## src/rtl/wiper_pkg.sv

```systemverilog
package wiper_pkg;
  localparam int BYTE_W = 8;
  localparam logic [4:0] ID_PREFIX = 5'b01010;
  localparam logic [BYTE_W-1:0] WIPER_MID = 8'h80;

  typedef enum logic [2:0] {
    S_IDLE, S_DEV, S_ADDR, S_WDATA, S_ACK, S_TX, S_RACK, S_IGN
  } ctrl_state_e;

  // strobes from control to datapath
  typedef struct packed {
    logic rxShift;
    logic ptrLoad;
    logic ptrInc;
    logic wrEn;
    logic txLoad;
    logic txShift;
  } dp_cmd_t;

  // bus events decoded from the filtered lines
  typedef struct packed {
    logic start;
    logic stop;
    logic sclRise;
    logic sclFall;
  } bus_ev_t;
endpackage

```

## src/rtl/wiper_line_filter.sv

```systemverilog
module wiper_line_filter
  import wiper_pkg::*;
#(
  parameter int FILT_LEN = 3
) (
  input  logic    clk,
  input  logic    rstN,
  input  logic    sclIn,
  input  logic    sdaIn,
  output bus_ev_t ev,
  output logic    sdaLvl
);
  localparam int CNT_W = (FILT_LEN < 2) ? 1 : $clog2(FILT_LEN + 1);

  logic [1:0] rawIn;
  logic [1:0] filt;
  logic       sclPrev;
  logic       sdaPrev;

  assign rawIn = {sdaIn, sclIn};

  // line 0 is SCL, line 1 is SDA; same synchronizer and filter on both
  for (genvar i = 0; i < 2; i++) begin : g_line
    logic [1:0]       syncQ;
    logic             lvlQ;
    logic [CNT_W-1:0] cntQ;

    always_ff @(posedge clk or negedge rstN) begin
      if (!rstN) begin
        syncQ <= 2'b11;
        lvlQ  <= 1'b1;
        cntQ  <= '0;
      end else begin
        syncQ <= {syncQ[0], rawIn[i]};
        if (syncQ[1] == lvlQ) begin
          cntQ <= '0;
        end else if (cntQ == CNT_W'(FILT_LEN - 1)) begin
          lvlQ <= syncQ[1];
          cntQ <= '0;
        end else begin
          cntQ <= cntQ + 1'b1;
        end
      end
    end

    assign filt[i] = lvlQ;
  end

  always_ff @(posedge clk or negedge rstN) begin
    if (!rstN) begin
      sclPrev <= 1'b1;
      sdaPrev <= 1'b1;
    end else begin
      sclPrev <= filt[0];
      sdaPrev <= filt[1];
    end
  end

  always_comb begin
    ev.start   = sclPrev & filt[0] & sdaPrev & ~filt[1];
    ev.stop    = sclPrev & filt[0] & ~sdaPrev & filt[1];
    ev.sclRise = ~sclPrev & filt[0];
    ev.sclFall = sclPrev & ~filt[0];
  end

  assign sdaLvl = filt[1];
endmodule

```

## src/rtl/wiper_datapath.sv

```systemverilog
module wiper_datapath
  import wiper_pkg::*;
#(
  parameter int NUM_WIPERS = 4
) (
  input  logic                         clk,
  input  logic                         rstN,
  input  dp_cmd_t                      cmd,
  input  logic                         sdaLvl,
  output logic [BYTE_W-1:0]            rxByte,
  output logic                         txMsb,
  output logic [NUM_WIPERS*BYTE_W-1:0] wiperFlat
);
  localparam int PTR_W = (NUM_WIPERS > 1) ? $clog2(NUM_WIPERS) : 1;

  logic [BYTE_W-1:0] rxQ;
  logic [BYTE_W-1:0] txQ;
  logic [PTR_W-1:0]  ptrQ;
  logic [BYTE_W-1:0] wiperArr [NUM_WIPERS];

  // receive shifter, MSB first
  always_ff @(posedge clk or negedge rstN) begin
    if (!rstN) rxQ <= '0;
    else if (cmd.rxShift) rxQ <= {rxQ[BYTE_W-2:0], sdaLvl};
  end

  // register index with wrap at the last register
  always_ff @(posedge clk or negedge rstN) begin
    if (!rstN) begin
      ptrQ <= '0;
    end else if (cmd.ptrLoad) begin
      ptrQ <= rxQ[PTR_W-1:0];
    end else if (cmd.ptrInc) begin
      if (ptrQ == PTR_W'(NUM_WIPERS - 1)) ptrQ <= '0;
      else ptrQ <= ptrQ + 1'b1;
    end
  end

  for (genvar k = 0; k < NUM_WIPERS; k++) begin : g_wiper
    logic [BYTE_W-1:0] regQ;
    always_ff @(posedge clk or negedge rstN) begin
      if (!rstN) regQ <= WIPER_MID;
      else if (cmd.wrEn && ptrQ == PTR_W'(k)) regQ <= rxQ;
    end
    assign wiperArr[k] = regQ;
    assign wiperFlat[k*BYTE_W +: BYTE_W] = regQ;
  end

  // transmit shifter
  always_ff @(posedge clk or negedge rstN) begin
    if (!rstN) txQ <= '1;
    else if (cmd.txLoad) txQ <= wiperArr[ptrQ];
    else if (cmd.txShift) txQ <= {txQ[BYTE_W-2:0], 1'b1};
  end

  assign rxByte = rxQ;
  assign txMsb  = txQ[BYTE_W-1];
endmodule

```

## src/rtl/wiper_ctrl.sv

```systemverilog
module wiper_ctrl
  import wiper_pkg::*;
#(
  parameter int NUM_WIPERS  = 4,
  parameter int POWERUP_CYC = 64
) (
  input  logic              clk,
  input  logic              rstN,
  input  bus_ev_t           ev,
  input  logic              sdaLvl,
  input  logic [BYTE_W-1:0] rxByte,
  input  logic              txMsb,
  input  logic [1:0]        strapA,
  output dp_cmd_t           cmd,
  output logic              sdaPullLow,
  output logic              standby
);
  localparam int PU_W = (POWERUP_CYC < 1) ? 1 : $clog2(POWERUP_CYC + 1);
  localparam logic [3:0] BIT_DONE = 4'(BYTE_W);

  ctrl_state_e stateQ, stateD;
  ctrl_state_e ackNextQ, ackNextD;
  logic [3:0]  bitCntQ, bitCntD;
  logic        mAckQ, mAckD;
  logic [PU_W-1:0] puCntQ;
  logic        puBusy;
  logic        idOk;
  logic        addrOk;

  always_ff @(posedge clk or negedge rstN) begin
    if (!rstN) puCntQ <= PU_W'(POWERUP_CYC);
    else if (puCntQ != '0) puCntQ <= puCntQ - 1'b1;
  end
  assign puBusy = (puCntQ != '0);

  assign idOk   = (rxByte[7:3] == ID_PREFIX) && (rxByte[2:1] == strapA);
  assign addrOk = (int'(rxByte) < NUM_WIPERS);

  always_comb begin
    stateD   = stateQ;
    ackNextD = ackNextQ;
    bitCntD  = bitCntQ;
    mAckD    = mAckQ;
    cmd      = '0;
    if (ev.stop) begin
      stateD  = S_IDLE;
      bitCntD = '0;
    end else if (ev.start && !puBusy) begin
      stateD  = S_DEV;
      bitCntD = '0;
    end else begin
      case (stateQ)
        S_DEV, S_ADDR, S_WDATA: begin
          if (ev.sclRise && bitCntQ != BIT_DONE) begin
            cmd.rxShift = 1'b1;
            bitCntD     = bitCntQ + 1'b1;
          end else if (ev.sclFall && bitCntQ == BIT_DONE) begin
            bitCntD = '0;
            stateD  = S_IGN;
            if (stateQ == S_DEV) begin
              if (idOk) begin
                stateD   = S_ACK;
                ackNextD = rxByte[0] ? S_TX : S_ADDR;
              end
            end else if (stateQ == S_ADDR) begin
              if (addrOk) begin
                cmd.ptrLoad = 1'b1;
                stateD      = S_ACK;
                ackNextD    = S_WDATA;
              end
            end else begin
              cmd.wrEn = 1'b1;
              stateD   = S_ACK;
              ackNextD = S_IGN;
            end
          end
        end
        S_ACK: begin
          if (ev.sclFall) begin
            stateD  = ackNextQ;
            bitCntD = '0;
            if (ackNextQ == S_TX) cmd.txLoad = 1'b1;
          end
        end
        S_TX: begin
          if (ev.sclRise) begin
            bitCntD = bitCntQ + 1'b1;
          end else if (ev.sclFall) begin
            if (bitCntQ == BIT_DONE) begin
              stateD     = S_RACK;
              cmd.ptrInc = 1'b1;
              bitCntD    = '0;
            end else begin
              cmd.txShift = 1'b1;
            end
          end
        end
        S_RACK: begin
          if (ev.sclRise) begin
            mAckD = ~sdaLvl;
          end else if (ev.sclFall) begin
            if (mAckQ) begin
              stateD     = S_TX;
              cmd.txLoad = 1'b1;
            end else begin
              stateD = S_IGN;
            end
          end
        end
        default: ;
      endcase
    end
  end

  always_ff @(posedge clk or negedge rstN) begin
    if (!rstN) begin
      stateQ   <= S_IDLE;
      ackNextQ <= S_IGN;
      bitCntQ  <= '0;
      mAckQ    <= 1'b0;
    end else begin
      stateQ   <= stateD;
      ackNextQ <= ackNextD;
      bitCntQ  <= bitCntD;
      mAckQ    <= mAckD;
    end
  end

  assign sdaPullLow = (stateQ == S_ACK) || (stateQ == S_TX && !txMsb);
  assign standby    = (stateQ == S_IDLE);
endmodule

```

## src/rtl/wiper_bank_i2c.sv

```systemverilog
module wiper_bank_i2c
  import wiper_pkg::*;
#(
  parameter int NUM_WIPERS  = 4,
  parameter int FILT_LEN    = 3,
  parameter int POWERUP_CYC = 64
) (
  input  logic                         clk,
  input  logic                         rstN,
  input  logic                         sclIn,
  input  logic                         sdaIn,
  input  logic [1:0]                   strapA,
  output logic                         sdaPullLow,
  output logic [NUM_WIPERS*BYTE_W-1:0] wiperVal,
  output logic                         standby
);
  bus_ev_t           busEv;
  dp_cmd_t           dpCmd;
  logic              sdaLvl;
  logic [BYTE_W-1:0] rxByte;
  logic              txMsb;

  wiper_line_filter #(.FILT_LEN(FILT_LEN)) uFilt (
    .clk(clk), .rstN(rstN), .sclIn(sclIn), .sdaIn(sdaIn),
    .ev(busEv), .sdaLvl(sdaLvl)
  );

  wiper_ctrl #(.NUM_WIPERS(NUM_WIPERS), .POWERUP_CYC(POWERUP_CYC)) uCtrl (
    .clk(clk), .rstN(rstN), .ev(busEv), .sdaLvl(sdaLvl), .rxByte(rxByte),
    .txMsb(txMsb), .strapA(strapA), .cmd(dpCmd), .sdaPullLow(sdaPullLow),
    .standby(standby)
  );

  wiper_datapath #(.NUM_WIPERS(NUM_WIPERS)) uDp (
    .clk(clk), .rstN(rstN), .cmd(dpCmd), .sdaLvl(sdaLvl), .rxByte(rxByte),
    .txMsb(txMsb), .wiperFlat(wiperVal)
  );
endmodule

```

## config.mk

```make
export PLATFORM = sky130hd
export DESIGN_NAME = wiper_bank_i2c
export DESIGN_NICKNAME = d
export VERILOG_FILES = /design/src/rtl/wiper_pkg.sv /design/src/rtl/wiper_line_filter.sv /design/src/rtl/wiper_datapath.sv /design/src/rtl/wiper_ctrl.sv /design/src/rtl/wiper_bank_i2c.sv
export SDC_FILE = /design/constraint.sdc
export NUM_CORES = 1
export LEC_CHECK = 0
export BUFFER_PORTS_ARGS = -buffer_cell sky130_fd_sc_hd__buf_2
export CAP_MARGIN = 20
export CORE_MARGIN = 5
export CORE_UTILIZATION = 45
export DETAILED_ROUTE_END_ITERATION = 10
export PLACE_DENSITY = 0.68
export SYNTH_ARGS = -nofsm -noshare
export SYNTH_HDL_FRONTEND = slang
export SYNTH_SLANG_ARGS = --single-unit
```

## constraint.sdc

```tcl
create_clock -name clk -period 2.55 [get_ports clk]
set_input_delay 0 -clock clk [delete_from_list [all_inputs] [get_ports clk]]
set_output_delay 0 -clock clk [all_outputs]
set_load 0.02 [all_outputs]
```

# == Word-level counts from Yosys, hierarchy flattened ==
# Index checks and enable logic that the tools add are counted.
# word_totals
register_bits,80
inputBits,6
output_inout_bits,34
elab_cells,171
# op_classes
n_addsub,5
order_cmp,2
eq_ne,31
n_mux,70
bitwise,17
reduce_logical,26
# op_table
op,n
two-way mux 3 bit,16
two-way mux 4 bit,8
two-way mux 8 bit,4
two-way mux 1 bit,24
two-way mux 2 bit,12
inequality test 4 x 2 -> 1 bit (second input constant),5
binary-select mux 8 bit (select 2 bit),1
inequality test 5 x 2 -> 1 bit (second input constant),3
equality test 3 bit (second input constant),4
two-way mux 6 bit,2
inequality test 4 bit (second input constant),3
case mux 3 bit (4 select lines),1
case mux 4 bit (3 select lines),1
logical AND 1 bit,9
inverter 1 bit,9
AND reduction 9 bit,1
equality test 2 bit (second input constant),4
< comparator 8 x 3 -> 1 bit (second input constant),1
bitwise AND 1 bit,7
AND reduction 7 bit,1
nonzero test 7 bit,1
subtractor 7 x 1 -> 7 bit (second input constant),1
adder 2 x 1 -> 2 bit (second input constant),3
equality test 3 x 2 -> 1 bit (second input constant),2
other kinds (24),28

# == Depth between registers and ports, before layout ==
# logic_depth
word_depth,11
mapped_depth,8
ltp_nobuf,7

# == Modules after synthesis ==
# Synthesis repeated with hierarchy kept, for this count alone.
# unflattened
hier_cells,322
area_unflattened_um2,3947.5
# by_module_without_submodules
mod,instances,cells_per_inst,area_each_um2
wiper_datapath,1,154,2250.9
wiper_ctrl,1,141,1260.0
wiper_line_filter,1,27,436.7

# == Worst setup path after synthesis ==
# No wires, ideal clock.
# synth_path
path_kind,register to register
from,register uFilt.sclPrev
to,register uDp.ptrQ[0]
setup_ns,0.125
arrival_time_ns,2.088
path_slack_ns,0.337
path_stages_with_launch,8
path_cell_list,dfstp_2 > inv_1 > ha_1 > nor4bb_1 > nand3_1 > nor2_1 > mux2_2 > mux2_2
# synth_via
elab_chain_len,8
word_cells_on_any_way,21
cone_classes,mux: 9; bitwise: 8; reduce/logical: 4
# synth_rtl
element,line,rtl
from (decl),wiper_line_filter.sv:17,logic sclPrev;
from (signal assigned),wiper_line_filter.sv:54,sclPrev <= filt[0];
bitwise AND 1 bit / inverter 1 bit (equally long branches),"wiper_line_filter.sv:63, wiper_line_filter.sv:62",
logical AND 1 bit / bitwise AND 1 bit (equally long branches),"wiper_ctrl.sv:57, wiper_line_filter.sv:62",
two-way mux 1 bit / logical AND 1 bit (equally long branches),"wiper_ctrl.sv:57, wiper_ctrl.sv:54",
two-way mux 1 bit,wiper_ctrl.sv:54,if (ev.sclRise && bitCntQ != BIT_DONE) begin
two-way mux 2 bit,wiper_ctrl.sv:52,case (stateQ)
two-way mux 6 bit,wiper_ctrl.sv:48,end else if (ev.start && !puBusy) begin
two-way mux 6 bit (*),wiper_ctrl.sv:45,if (ev.stop) begin
two-way mux 2 bit / nonzero test 2 bit (equally long branches),n/a,
to (signal assigned),wiper_datapath.sv:32,ptrQ <= rxQ[PTR_W-1:0];
to (signal assigned),wiper_datapath.sv:35,else ptrQ <= ptrQ + 1'b1;
to (decl),wiper_datapath.sv:18,logic [PTR_W-1:0] ptrQ;
# Mark *: on every way between the ends. The rest lies on a longest branch, timed or not.
# A chain may end at the register's enable or synchronous reset.

# == Worst setup path after layout ==
# Same ends and word-level chain as after synthesis.

==> reports/qor.csv <==
stage,metric,value,unit
pwr,leakage,0.00217,uW
routing,vias,2670,
sta,max-slew-margin-rel,47.5,%
floorplanning,die-area,10800,um2
synth,netlist_top_cells_area,"dfrtp_1, dfstp_2, mux2_2",
layout,mostFrequentLayoutCells,"dfrtp_1, mux2_2, buf_2",
synth,synthArstFlopShare,100,%
routing,first_iter_violations,137,
pwr,ir_worst_vdd,0.374,mV
worst_setup_path,setup.worst_path.end_class,register,
layout,final_nets,389,
hold_path,min_path_type,in2async,
run_status,status,"finished, final reports clean",
global_route,grt_pass1_wl,13400,um
place,hpwl,5610,um
sta,worstMarginPinSlew,0.785,ns
worst_setup_path,critical-path-top-delay-family,simple AND/OR/NAND/NOR gates,
floorplanning,core,8680,um2
place,port-buffer-count,39,
synth,synth-edff-count,0,
cts,cts-root-buf,clkbuf_8,
worst_setup_path,crit_top_cell,mux2_2,
sta,finalClockSkew,0.0149,ns
sta,slew_violations,0,
place,placed_cell_area,4330,um2
routing,drtPass1Iterations,4,
run,cap_violations,0,
synth,synth_top_cell_area_share,35.2,%
synth,ys_seq_area_share,51.1,%
global_route,grtUsageTotal,15.2,%
layout,drive_gt1_share,40.8,%
floorplanning,ios,40,
synth,synthFlopType,dfrtp_1,
layout,final_area,4630,um2
synth,ys_types,49,
cts,post-cts-setup-buffer-count,0,
floorplanning,initial_utilization,45.8,%
floorplanning,num_rows,34,
floorplanning,chipWidth,104,um
sta,hold_violations,0,
worst_setup_path,crit_chain,"inv_1, ha_1, nor4bb_1, nand3_1, nor2_1, mux2_2, mux2_2",
worst_setup_path,slowest_delay,0.56,ns
floorplanning,die_h,104,um
sta,fmax,410,MHz
global_route,grt_pass1_vias,2602,
cts,cts_tree,yes,
routing,drc,0,
cts,h-tree-depth,3,
synth,synth_cells,320,
worst_setup_path,rrSetupSlack,0.11,ns
layout,final_util,53.4,%
routing,vias_per_cell,5.51,
sta,rsz0062_at_grt,no,
sta,finalCritPeriodShare,95.6,%
global_route,grt_start_max_net_pins,81,
synth,avgSynthCellArea,12.4,um2
sta,setup_viol,0,
layout,layout_commonest_cell,dfrtp_1,
layout,fillers,764,
routing,wl,7920,um
worst_setup_path,start_kind,register,
worst_setup_path,worstPathBufferInverterCount,1,
cts,clockBufferDepth,2,
synth,yosys.area.top_type,dfrtp_1,
pwr,power.density,764,nW/um2
layout,n_antenna_cell,0,
cts,clk_latency,0.35,ns
synth,syn_area,3980,um2
place,globalplace.congestion,0.837,
routing,ant_nets,0,
routing,wl_per_cell,16.3,um
worst_setup_path,worstPathArrival,2.67,ns
synth,yosysWarnings,0,
cts,clock_sinks,80,
global_route,grt_overflow,0,
synth,synth-seq-cells,80,
sta,setup_tns,0,ns
cts,cts_buffers,9,
worst_setup_path,crit_required,2.78,ns
worst_setup_path,slowest_stage,dfstp_2,
global_route,antenna_found_initial,0,
cts,cts.clk_slew.worst_paths,0.08,ns
worst_setup_path,worstSetupPathType,reg2reg,
worst_setup_path,cp_max_fo,8,
layout,syn2layout_area_growth,16.4,%
synth,syn_nets,337,
sta,layout_min_cycle_time,2.44,ns
-- layout make-up --
class	instances	area, um2	area share (%)
Sequential cell	80	2030	43.9
Multi-Input combinational cell	215	1840	39.8
Timing Repair Buffer	52	323	6.97
Tap cell	108	135	2.92
Clock buffer	10	128	2.76
Clock inverter	6	116	2.51
Inverter	14	52.6	1.13
-- registers in the layout, summed over array words and instances (netlist names) --
| register | count |
|---|---|
| uDp.g_wiper.regQ | 32 |
| uDp.rxByte | 8 |
| uDp.txQ | 8 |
| uCtrl.puCntQ | 7 |
| uCtrl.bitCntQ | 4 |
| uFilt.g_line.cntQ | 4 |
| uFilt.g_line.syncQ | 4 |
| uCtrl.ackNextQ | 3 |
| uCtrl.stateQ | 3 |
| uDp.ptrQ | 2 |
| uCtrl.mAckQ | 1 |
| uFilt.g_line.lvlQ | 1 |
| uFilt.sclPrev | 1 |
| uFilt.sdaLvl | 1 |
| uFilt.sdaPrev | 1 |
-- metrics by stage --
| stage | setup WS, ns | hold WS, ns | total power (uW) | instances |
|---|---|---|---|---|
| after floorplan | 0.337 | -0.296 | 2210 | 320 |
| after global placement | 0.190 | 0.106 | 2390 | 465 |
| after detailed placement | 0.0795 | 0.106 | 2410 | 465 |
| after CTS | 0.0574 | 0.270 | 3560 | 484 |
| after global routing | 0.00774 | 0.0106 | 3730 | 485 |
| final | 0.113 | 0.00215 | 3540 | 485 |
-- Yosys cell counts, drive strengths merged (2+ instances only) --
master and count:
dfrtp 56, mux2 49, nor2 33, dfstp 24, a21oi 16, inv 14, ha 11, mux2i 11
nand2 10, nor3 9, mux4 8, buf 7, nand4 7, o21ai 7, xnor2 6, clkbuf 4
nand3 4, nand3b 4, nor2b 4, a211oi 3, or3 3, xor2 3, a2111oi 2, and2 2
nand2b 2, nor4 2, o21a 2, o32ai 2
-- repair_timing --
item	4_1_cts	5_1_grt
hold buffers	3	0
hold endpoints to repair	58	0
resized for setup	0	1
setup endpoints to repair	0	1
-- power breakdown --
group / switching [uW] / internal, uW / total [uW]
Sequential: 214 / 1440 / 1650
Clock: 475 / 658 / 1130
Combinational: 424 / 330 / 754
Total: 1110 / 2430 / 3540
-- logic make-up (layout without fill, tap and decap cells) --
kind of cell / Yosys count / after routing / synth area share, %
flip-flops: 80 / 80 / 51.1
XOR/XNOR: 9 / 9 / 1.98
buffers and inverters: 25 / 82 / 2.58
AO/OA/AOI/OAI: 38 / 38 / 6.13
multiplexers: 68 / 68 / 21.4
adder cells (fa/ha/maj): 11 / 11 / 3.46
AND/OR/NAND/NOR: 89 / 89 / 13.4
-- per-layer routing --
layer,wire [um],track usage [%],vias up
met5,0,0,-
met4,114,4.72,0
met3,328,3.66,10
met2,3720,23.4,54
met1,3760,21.3,1332
li1,-,-,1274
-- worst paths after layout --
| check | startpoint | to | cells after the start |
|---|---|---|---|
| setup / recovery | uFilt.sclPrev | uDp.ptrQ[0] | 7 |
| hold / removal | rstN | uCtrl.puCntQ[1] | 2 |
| setup reg to reg | uFilt.sclPrev | uDp.ptrQ[0] | 7 |
| hold reg to reg | uFilt.g_line[1].syncQ[0] | uFilt.g_line[1].syncQ[1] | 0 |
| max in group asynchronous | rstN | uDp.txQ[6] | 3 |
| min in group clk | sdaIn | uFilt.g_line[1].syncQ[0] | 2 |
Power figures use the tool's default switching activity.
